**src/rtl/hp_slot_pkg.sv**
```systemverilog
package hp_slot_pkg;
   localparam int REG_W = 16;

   // status bit positions
   localparam int ST_BTN  = 0;
   localparam int ST_PCHG = 3;
   localparam int ST_DONE = 4;
   localparam int ST_PRES = 6;
   localparam int ST_LOCK = 7;

   // command bit positions
   localparam int CM_BTN_EN  = 0;
   localparam int CM_PCHG_EN = 3;
   localparam int CM_DONE_EN = 4;
   localparam int CM_HP_EN   = 5;
   localparam int CM_ATTN_LO = 6;
   localparam int CM_PWRI_LO = 8;
   localparam int CM_PWROFF  = 10;
   localparam int CM_LOCK    = 11;

   typedef enum logic [1:0] {
      IND_RSVD  = 2'b00,
      IND_ON    = 2'b01,
      IND_BLINK = 2'b10,
      IND_OFF   = 2'b11
   } ind_e;

   localparam logic [REG_W-1:0] EVT_MASK =
      (16'd1 << ST_BTN) | (16'd1 << ST_PCHG) | (16'd1 << ST_DONE);
   localparam logic [REG_W-1:0] CMD_BASE_MASK = 16'h03F9;
endpackage

```
**src/rtl/hp_slot_cmd_reg.sv**
```systemverilog
module hp_slot_cmd_reg
   import hp_slot_pkg::*;
#(
   parameter bit HAS_PWR_CTL = 1'b1,
   parameter int LANES       = REG_W / 8
) (
   input  logic             clk,
   input  logic             rst_n,
   input  logic             present_at_reset,
   input  logic             wr_en,
   input  logic [LANES-1:0] be,
   input  logic [REG_W-1:0] wdata,
   output logic [REG_W-1:0] cmd_q,
   output logic [REG_W-1:0] cmd_nxt,
   output logic             lock_hit
);
   localparam logic [REG_W-1:0] WMASK =
      HAS_PWR_CTL ? (CMD_BASE_MASK | (16'd1 << CM_PWROFF)) : CMD_BASE_MASK;

   logic [REG_W-1:0] rst_val;

   if (REG_W != 16) begin : g_bad_width
      $error("hp_slot_cmd_reg: register width must be 16");
   end

   if (HAS_PWR_CTL) begin : g_pwr
      always_comb begin
         rst_val = '0;
         rst_val[CM_ATTN_LO +: 2] = IND_OFF;
         rst_val[CM_PWRI_LO +: 2] = present_at_reset ? IND_ON : IND_OFF;
         rst_val[CM_PWROFF]       = ~present_at_reset;
      end
   end else begin : g_nopwr
      always_comb begin
         rst_val = '0;
         rst_val[CM_ATTN_LO +: 2] = IND_OFF;
      end
   end

   always_comb begin
      cmd_nxt = cmd_q;
      if (wr_en) begin
         for (int i = 0; i < LANES; i++) begin
            if (be[i]) cmd_nxt[i*8 +: 8] = wdata[i*8 +: 8] & WMASK[i*8 +: 8];
         end
      end
   end

   assign lock_hit = wr_en && be[CM_LOCK/8] && wdata[CM_LOCK];

   always_ff @(posedge clk) begin
      if (!rst_n) cmd_q <= rst_val;
      else        cmd_q <= cmd_nxt;
   end

   AST_LOCK_READS_ZERO: assert property (@(posedge clk) disable iff (!rst_n)
      lock_hit |=> !cmd_q[CM_LOCK]);
endmodule

```
**src/rtl/hp_slot_sts_reg.sv**
```systemverilog
module hp_slot_sts_reg
   import hp_slot_pkg::*;
#(
   parameter int LANES = REG_W / 8
) (
   input  logic             clk,
   input  logic             rst_n,
   input  logic             present_at_reset,
   input  logic             wr_en,
   input  logic             cmd_wr,
   input  logic [LANES-1:0] be,
   input  logic [REG_W-1:0] wdata,
   input  logic [REG_W-1:0] cmd_nxt,
   input  logic             lock_hit,
   input  logic             attach,
   input  logic             remove,
   input  logic             button,
   output logic [REG_W-1:0] sts_q,
   output logic [REG_W-1:0] sts_nxt,
   output logic             detach_q
);
   logic [REG_W-1:0] clr_mask;
   logic             power_off_cmd;

   always_comb begin
      for (int i = 0; i < LANES; i++) begin
         clr_mask[i*8 +: 8] = (wr_en && be[i]) ? (wdata[i*8 +: 8] & EVT_MASK[i*8 +: 8]) : 8'h00;
      end
   end

   assign power_off_cmd = cmd_wr && sts_q[ST_PRES] && cmd_nxt[CM_PWROFF] &&
                          (cmd_nxt[CM_PWRI_LO +: 2] == IND_OFF);

   always_comb begin
      sts_nxt = sts_q & ~clr_mask;
      if (lock_hit) sts_nxt[ST_LOCK] = ~sts_q[ST_LOCK];
      if (power_off_cmd) begin
         sts_nxt[ST_PRES] = 1'b0;
         sts_nxt[ST_PCHG] = 1'b1;
      end
      if (cmd_wr) sts_nxt[ST_DONE] = 1'b1;
      if (attach) begin
         sts_nxt[ST_PRES] = 1'b1;
         sts_nxt[ST_PCHG] = 1'b1;
      end
      if (attach || remove || button) sts_nxt[ST_BTN] = 1'b1;
   end

   always_ff @(posedge clk) begin
      if (!rst_n) begin
         sts_q           <= '0;
         sts_q[ST_PRES]  <= present_at_reset;
         detach_q        <= 1'b0;
      end else begin
         sts_q    <= sts_nxt;
         detach_q <= power_off_cmd;
      end
   end

   AST_CMD_COMPLETES: assert property (@(posedge clk) disable iff (!rst_n)
      cmd_wr |=> sts_q[ST_DONE]);
   AST_LOCK_TOGGLES: assert property (@(posedge clk) disable iff (!rst_n)
      lock_hit |=> (sts_q[ST_LOCK] != $past(sts_q[ST_LOCK])));
   AST_DETACH_EMPTIES: assert property (@(posedge clk) disable iff (!rst_n)
      detach_q |-> (!sts_q[ST_PRES] && sts_q[ST_PCHG]));
   AST_ATTACH_EVENTS: assert property (@(posedge clk) disable iff (!rst_n)
      attach |=> (sts_q[ST_PRES] && sts_q[ST_PCHG] && sts_q[ST_BTN]));
   AST_W1C_BUTTON: assert property (@(posedge clk) disable iff (!rst_n)
      (wr_en && be[0] && wdata[ST_BTN] && !attach && !remove && !button) |=> !sts_q[ST_BTN]);
endmodule

```
**src/rtl/hp_slot_notify.sv**
```systemverilog
module hp_slot_notify
   import hp_slot_pkg::*;
#(
   parameter int VEC_W = 5
) (
   input  logic             clk,
   input  logic             rst_n,
   input  logic [REG_W-1:0] cmd_nxt,
   input  logic [REG_W-1:0] sts_nxt,
   input  logic             sts_wr,
   input  logic             msg_en,
   input  logic [VEC_W-1:0] msg_vector,
   output logic             irq_level,
   output logic             msg_req,
   output logic [VEC_W-1:0] msg_vec
);
   logic cond_nxt, cond_q, chg;

   if (VEC_W < 1 || VEC_W > 5) begin : g_bad_vec
      $error("hp_slot_notify: VEC_W must be 1 to 5");
   end

   assign cond_nxt = cmd_nxt[CM_HP_EN] && |(sts_nxt & cmd_nxt & EVT_MASK);
   assign chg      = cond_nxt != cond_q;

   always_ff @(posedge clk) begin
      if (!rst_n) begin
         cond_q    <= 1'b0;
         irq_level <= 1'b0;
         msg_req   <= 1'b0;
         msg_vec   <= '0;
      end else begin
         cond_q  <= cond_nxt;
         msg_req <= msg_en && chg;
         if (msg_en && chg) msg_vec <= msg_vector;
         if (!msg_en && (chg || sts_wr)) irq_level <= cond_nxt;
      end
   end

   AST_MSG_ON_CHANGE: assert property (@(posedge clk) disable iff (!rst_n)
      msg_req |-> (cond_q != $past(cond_q)));
   AST_IRQ_ONLY_LEVEL_MODE: assert property (@(posedge clk) disable iff (!rst_n)
      !$stable(irq_level) |-> !$past(msg_en));
endmodule

```
**src/rtl/hp_slot_ctrl.sv**
```systemverilog
module hp_slot_ctrl
   import hp_slot_pkg::*;
#(
   parameter int VEC_W       = 5,
   parameter bit HAS_PWR_CTL = 1'b1
) (
   input  logic             clk,
   input  logic             rst_n,
   input  logic             present_at_reset,
   input  logic             reg_wr,
   input  logic             reg_sel,
   input  logic [1:0]       reg_be,
   input  logic [15:0]      reg_wdata,
   output logic [15:0]      reg_rdata,
   input  logic             dev_attach,
   input  logic             remove_req,
   input  logic             atten_btn,
   input  logic             msg_en,
   input  logic [VEC_W-1:0] msg_vector,
   output logic             irq_level,
   output logic             msg_req,
   output logic [VEC_W-1:0] msg_vec,
   output logic             detach_req
);
   logic             cmd_wr, sts_wr, lock_hit;
   logic [REG_W-1:0] cmd_q, cmd_nxt, sts_q, sts_nxt;

   assign cmd_wr = reg_wr && !reg_sel && (|reg_be);
   assign sts_wr = reg_wr &&  reg_sel && (|reg_be);

   hp_slot_cmd_reg #(.HAS_PWR_CTL(HAS_PWR_CTL)) u_cmd (
      .clk(clk), .rst_n(rst_n), .present_at_reset(present_at_reset),
      .wr_en(cmd_wr), .be(reg_be), .wdata(reg_wdata),
      .cmd_q(cmd_q), .cmd_nxt(cmd_nxt), .lock_hit(lock_hit));

   hp_slot_sts_reg u_sts (
      .clk(clk), .rst_n(rst_n), .present_at_reset(present_at_reset),
      .wr_en(sts_wr), .cmd_wr(cmd_wr), .be(reg_be), .wdata(reg_wdata),
      .cmd_nxt(cmd_nxt), .lock_hit(lock_hit),
      .attach(dev_attach), .remove(remove_req), .button(atten_btn),
      .sts_q(sts_q), .sts_nxt(sts_nxt), .detach_q(detach_req));

   hp_slot_notify #(.VEC_W(VEC_W)) u_ntf (
      .clk(clk), .rst_n(rst_n), .cmd_nxt(cmd_nxt), .sts_nxt(sts_nxt),
      .sts_wr(sts_wr), .msg_en(msg_en), .msg_vector(msg_vector),
      .irq_level(irq_level), .msg_req(msg_req), .msg_vec(msg_vec));

   assign reg_rdata = reg_sel ? sts_q : cmd_q;

   AST_DETACH_ONE_CYCLE: assert property (@(posedge clk) disable iff (!rst_n)
      detach_req |=> !detach_req);
   AST_NO_MSG_WHEN_LEVEL: assert property (@(posedge clk) disable iff (!rst_n)
      !msg_en |=> !msg_req);
endmodule

```
**config.mk**
```make
export PLATFORM = sky130hd
export DESIGN_NAME = hp_slot_ctrl
export DESIGN_NICKNAME = d
export VERILOG_FILES = /design/src/rtl/hp_slot_pkg.sv /design/src/rtl/hp_slot_cmd_reg.sv /design/src/rtl/hp_slot_sts_reg.sv /design/src/rtl/hp_slot_notify.sv /design/src/rtl/hp_slot_ctrl.sv
export SDC_FILE = /design/constraint.sdc
export NUM_CORES = 1
export LEC_CHECK = 0
export ABC_AREA = 1
export BUFFER_PORTS_ARGS = -buffer_cell sky130_fd_sc_hd__buf_2
export CAP_MARGIN = 20
export CORE_AREA = 2 2 55 57
export CTS_CLUSTER_SIZE = 30
export DETAILED_ROUTE_END_ITERATION = 6
export DIE_AREA = 0 0 57 59
export GPL_TIMING_DRIVEN = 0
export PLACE_DENSITY = 0.78
export SLEW_MARGIN = 20
export SYNTH_ARGS = -nofsm -noshare
export SYNTH_HDL_FRONTEND = slang
export SYNTH_SLANG_ARGS = --single-unit
```
**constraint.sdc**
```tcl
create_clock -name clk -period 4.4 [get_ports clk]
set_input_delay 0.44 -clock clk [delete_from_list [all_inputs] [get_ports clk]]
set_output_delay 0.44 -clock clk [all_outputs]
set_load 0.02 [all_outputs]
```
==> results_dict.tcl, run 1 <==
set metrics [dict create \
    fin_ws_ns 2.611 \
    rows 19 \
    max_cap_violations 0 \
    cts_tree "yes" \
    timing.final.crit_share 0.4065 \
    grt_pass1_vias 1036 \
    grt_pass1_wl_um 4064 \
    avgSynthCellArea_sq_um 6.895 \
    p_sw_uw 126.2 \
    pwr_density_cell_mw_per_mm2 275.7 \
    place_ws_ns 2.318 \
    ys_types 26 \
    clkTransAtPathRegs_ns 0.13 \
    antenna_found_initial 0 \
    die_y_um 59 \
    fin_nets 266 \
    hpwl_um 1979 \
    seq_area_sq_um 500.5 \
    async_reset_ff_frac 0 \
    ys_ff_latch 25 \
    intPower_uw 301.5 \
    drt_iter0_markers 20 \
    drcViolationCount 0 \
    worstPathRequired_ns 3.96 \
    clock_skew_ns 0.001890 \
    p_leak_uw 0.0008520 \
    ys_seq_area_frac 0.3988 \
    yosys.area.top_type "dfxtp_1" \
    holdCritStartpoint "reg_wdata[7]" \
    grt_setup_unrepaired "false" \
    cts-buffers-inserted 3 \
    netlist_instances 182 \
    cts_root_buffer "clkbuf_4" \
    detail-route-antenna-nets 0 \
    drt_wl_total_um 2514 \
    holdBufCountCts 0 \
    synth.area.top_cells "dfxtp_1 40%, nand2_1 16%, inv_1 7.2%" \
    arrival_ns 1.35 \
    max_freq_mhz 559.1 \
    track_usage 0.1500 \
    timing.final.hold_violations 0 \
    clock_tree.buffer_depth 2 \
    pwr-share-comb 0.201 \
    critPathLaunch "reg_sel" \
    clk_latency_ns 0.31 \
    critPathCaptureType "output port" \
    area_growth_pct 23.63 \
    finalSetupViolations 0 \
    r2r_start "u_cmd.cmd_q[9]" \
    synthTopCellsByCount "52 x nand2_1, 25 x dfxtp_1, 24 x inv_1" \
    grt_start_max_net_pins 15 \
    start_util 0.4631 \
    crit_type "input pin to output port" \
    outcome "finished clean" \
    tightest_slew_ns 0.5150 \
    place_congestion 0.8528 \
    wl_per_cell_um 9.523 \
    yosysWarnings 0 \
    dr.pass1.iters 4 \
    report.final.slew_viol_count 0 \
    ctsResizeCount 0 \
    htree_num_levels 1 \
    synth_edf_count 0 \
    seqPwrFrac 0.560 \
    slew-limit-headroom 0.6566 \
    synth_area_sq_mm 0.001255 \
    dieWidth_um 57 \
    worstSetupStartpointType "input pin" \
    clock_sinks 25 \
    ir_drop_uv 190.5 \
    nFillCells 287 \
    p_sw_frac 0.2952 \
    num_antenna_cells 0 \
    synth.most_common_cell "nand2_1" \
    core_area_sq_mm 0.002710 \
    vias 1173 \
    multi_input_area_sq_um 601.8 \
    setup_tns_ns 0 \
    via_per_inst 4.443 \
    hp-class "input pin to flip-flop" \
    io_buffers 43 \
    io_pins 56 \
    drive_gt1_frac 0.3305 \
    die_area_sq_mm 0.003363 \
    grt_overflow_total 0 \
    post_cts_buffers 0 \
    crit_fanout 10 \
    clkPwrFrac 0.239 \
    period_needed_ns 1.789 \
    synth_top_flop_cell "dfxtp_1" \
    yosys.area.top_type_share 0.3988 \
]
## cell type report
type	count	share of cell area
sequential	25	0.3226
inverter	28	0.06935
timing repair buffer	43	0.1387
clock inverter	1	0.003226
buffer	9	0.03871
tap	31	0.02500
multi-input combinational	124	0.3879
clock buffer	3	0.01452
## through the flow
stage	area, sq um	util	total power (uW)	hold slack, ns	std cells
4_1_cts	1551	0.5725	432.7	0.3044	264
6_report	1551	0.5725	427.7	0.3105	264
2_1_floorplan	1270	-	301.7	0.4323	186
3_5_place_dp	1524	0.5623	330.9	0.4448	260
5_1_grt	1551	0.5725	450.1	0.3075	264
3_3_place_gp	1524	0.5623	329.9	0.4400	260
## cell usage in the layout (no fill, tap or decap), types with 5 or more instances in the layout
master / netlist / final
a21oi_1: 8 / 8
a21oi_2: 5 / 5
buf_2: 0 / 43
buf_4: 5 / 5
conb_1: 1 / 5
dfxtp_1: 25 / 25
inv_1: 24 / 24
nand2_1: 52 / 52
nand2_2: 10 / 10
nand3_1: 11 / 11
nor2_1: 16 / 16
o21ai_0: 6 / 6
## final timing paths
check                     end  slack (ns)  cells after the start
max              reg_rdata[3]        2.61                      5
min                 flip-flop        0.31                      3
max reg2reg  u_ntf.msg_vec[0]        2.83                     14
min reg2reg         flip-flop        0.46                      2
## worst max-delay path, cell delays in order
cell	delay (ns)
buf_2	0.13
clkbuf_1	0.40
nand2_1	0.09
o21ai_0	0.10
buf_2	0.19
## power by group through the flow
stage,combinational (uW),sequential [uW],clock (uW)
4_1_cts,86.5,240,107
3_5_place_dp,86.3,245,0
6_report,85.9,240,102
3_3_place_gp,85.5,244,0
5_1_grt,95.4,241,114
2_1_floorplan,55.7,246,0
## metal layers
layer | up-vias | global-route usage | share of wire
met3 | 2 | 0.03057 | 0.066
met2 | 39 | 0.2594 | 0.45
met4 | 0 | 0.03322 | 0.0068
met1 | 485 | 0.1943 | 0.48
met5 | - | 0 | 0
li1 | 647 | - | -
## cells by family (layout without fill, tap and decap cells)
group / after synthesis / after routing / share of synthesized area
buffers and inverters: 37 / 84 / 0.1336
and+or+nand+nor: 97 / 97 / 0.3599
other: 1 / 5 / 0.002988
AOI/OAI and AO/OA: 22 / 22 / 0.1047
DFF: 25 / 25 / 0.3988
Power figures use the tool's default switching activity.
==> run 2: changes to the inputs <==
--- a/config.mk
+++ b/config.mk
@@ -8,12 +8,12 @@
 export ABC_AREA = 1
 export BUFFER_PORTS_ARGS = -buffer_cell sky130_fd_sc_hd__buf_2
 export CAP_MARGIN = 20
-export CORE_AREA = 2 2 55 57
+export CORE_AREA = 2 2 56 58
 export CTS_CLUSTER_SIZE = 30
 export DETAILED_ROUTE_END_ITERATION = 6
-export DIE_AREA = 0 0 57 59
+export DIE_AREA = 0 0 58 60
 export GPL_TIMING_DRIVEN = 0
-export PLACE_DENSITY = 0.78
+export PLACE_DENSITY = 0.75
 export SLEW_MARGIN = 20
 export SYNTH_ARGS = -nofsm -noshare
 export SYNTH_HDL_FRONTEND = slang
==> constraint.sdc (replaced) <==
create_clock -name clk -period 1.7 [get_ports clk]
set_input_delay 0.17 -clock clk [delete_from_list [all_inputs] [get_ports clk]]
set_output_delay 0.17 -clock clk [all_outputs]
set_load 0.02 [all_outputs]
==> run 2 against run 1 <==
Global-route usage up 0.86 points. Worst setup slack worse by 2.5 ns. Wire length increased by 5.9%. Combinational power rose to 2.7 times the previous value. Clock skew is 0.0022 ns higher. Via count is 2.0% higher. Utilization fell by 2.0 points. First-iteration DRC count stayed put. Critical endpoint is now u_ntf.msg_vec[3].
==> results_dict.tcl, run 2 (same netlist as run 1, synthesis figures left out) <==
set metrics [dict create \
    intPower_uw 791.1 \
    antenna_found_initial 0 \
    drcViolationCount 0 \
    crit_fanout 7 \
    whs_path_depth 3 \
    r2r_slack_ns 0.15 \
    utilization 0.5526 \
    max_freq_mhz 645.2 \
    die_y_um 60 \
    timing.final.crit_share 0.9117 \
    finalNonFillerCells 270 \
    clock_sinks 25 \
    hpwl_um 2017 \
    drt_iter0_markers 20 \
    clkTransAtPathRegs_ns 0.14 \
    num_antenna_cells 0 \
    place_congestion 0.8200 \
    outcome "finished clean" \
    start_util 0.4323 \
    finalPower_uw 1125 \
    final_cell_mix "47 x nand2_1, 43 x buf_2, 24 x inv_1, 24 x dfxtp_1" \
    dr.pass1.iters 4 \
    p_leak_uw 0.0008660 \
    place_ws_ns -0.1153 \
    holdCritStartpoint "reg_wdata[7]" \
    drive_gt1_frac 0.3713 \
    core_area_sq_mm 0.002903 \
    clk_latency_ns 0.31 \
    grt_pass1_vias 1027 \
    cts_root_buffer "clkbuf_4" \
    critPathCaptureType "flip-flop" \
    pwr-share-comb 0.209 \
    report.final.slew_viol_count 0 \
    io_pins 56 \
    crit_top_cell "nand2_2" \
    timing.final.hold_violations 0 \
    vias 1196 \
    clkPwrFrac 0.238 \
    track_usage 0.1586 \
    cp_top_family "simple AND/OR/NAND/NOR gates" \
    hold_ws_ns 0.04319 \
    htree_num_levels 1 \
    clock_tree.buffer_depth 2 \
    grt_setup_unrepaired "true" \
    detail-route-antenna-nets 0 \
    p_sw_uw 333.9 \
    hp-class "input pin to flip-flop" \
    die_area_sq_mm 0.003480 \
    wl_per_cell_um 9.863 \
    arrival_ns 1.81 \
    grt_pass1_wl_um 4312 \
    holdBufCountCts 0 \
    rows 20 \
    dp.cells 262 \
    slew-limit-headroom 0.6286 \
    max_cap_violations 0 \
    critPathLaunch "u_cmd.cmd_q[9]" \
    cts_tree "yes" \
    pwr_density_cell_mw_per_mm2 701.4 \
    worstReg2RegEnd "u_ntf.msg_vec[3]" \
    r2r_start "u_cmd.cmd_q[9]" \
    fin_ws_ns 0.1501 \
    tightest_slew_ns 0.5570 \
    crit_chain "nand2_2 > nand2_2 > nand3_2 > nor2_2 > nand2_2 > nand2_1 > nand2_1 > nand2_2 > nand2_4 > nand2_4 > nand3_4 > inv_4 > nand2_2 > a21oi_2" \
    fin_nets 270 \
    via_per_inst 4.430 \
    drt_wl_total_um 2663 \
    reg2reg_depth 14 \
    p_sw_frac 0.2968 \
    clock_skew_ns 0.004102 \
    cts-buffers-inserted 3 \
    area_growth_pct 27.82 \
    crit_type "flip-flop to flip-flop" \
    ir_drop_uv 558.0 \
    cp_slowest_cell "dfxtp_2" \
    cp_slowest_stage_delay_ns 0.36 \
    nFillCells 310 \
    worstPathRequired_ns 1.96 \
    grt_start_max_net_pins 14 \
    seqPwrFrac 0.553 \
    finalSetupViolations 0 \
    period_needed_ns 1.550 \
    layout_commonest_cell "nand2_1" \
    io_buffers 43 \
    grt_overflow_total 0 \
    worstSetupStartpointType "flip-flop" \
    worst-path-buf-inv 1 \
    dieWidth_um 58 \
]
[run 2: cell types whose count changed in the layout (fill, tap and decap cells not counted)]
cell | previous run | this run
clkinv_2 | 1 | 0
nor2_2 | 1 | 2
nand2_1 | 52 | 47
dfxtp_2 | 0 | 1
nand3_2 | 1 | 2
nor2_1 | 16 | 15
nand3_1 | 11 | 10
nand2_2 | 10 | 15
buf_4 | 5 | 9
dfxtp_1 | 25 | 24
clkbuf_1 | 2 | 3
[run 2: worst max path at each step]
stage	to	cells after the start	slack, ns
after global routing	u_ntf.irq_level	16	-0.02
after detailed placement	u_ntf.msg_vec[3]	16	-0.12
after CTS	u_ntf.msg_vec[3]	14	0.12
final	u_ntf.msg_vec[3]	14	0.15
after global placement	u_ntf.msg_vec[3]	16	-0.11
after floorplan	u_ntf.msg_vec[0]	15	0.23
[run 2: final cells by class]
cell class	instances	area, sq um	share of cell area
multi-input combinational	124	621.8	0.3877
sequential	25	501.7	0.3128
timing repair buffer	47	245.2	0.1529
inverter	28	107.6	0.06708
buffer	9	60.06	0.03744
tap	33	41.29	0.02574
clock buffer	4	26.28	0.01638
[run 2: per-stage QoR]
step / TNS [ns] / instance area, sq um
after detailed placement: -0.6210 / 1526
final: 0 / 1604
after global routing: -0.07717 / 1604
after global placement: -0.5783 / 1526
after CTS: 0 / 1553
after floorplan: 0 / 1270
[run 2: power groups by stage]
stage | registers (uW) | logic, uW | clock network (uW)
after floorplan | 637 | 144 | 0
after global placement | 633 | 222 | 0
after detailed placement | 634 | 225 | 0
after CTS | 621 | 225 | 276
after global routing | 625 | 263 | 300
final | 622 | 236 | 267
[run 2: tightest hold or removal path: cells and delay by family]
family | cells | cell delay, ns
AND/OR/NAND/NOR | 2 | 0.09
buffers and inverters | 1 | 0.08
[run 2: what timing repair did]
action	4_1_cts	5_1_grt
endpoints found under the setup margin	0	6
resized for setup	0	8
setup buffers	0	4
[run 2: metal layers]
layer	wire length (um)	vias up	global-route usage
li1	-	659	-
met1	1332	508	0.2168
met2	1181	27	0.2532
met3	130	2	0.02381
met4	19	0	0.05980
met5	0	-	0
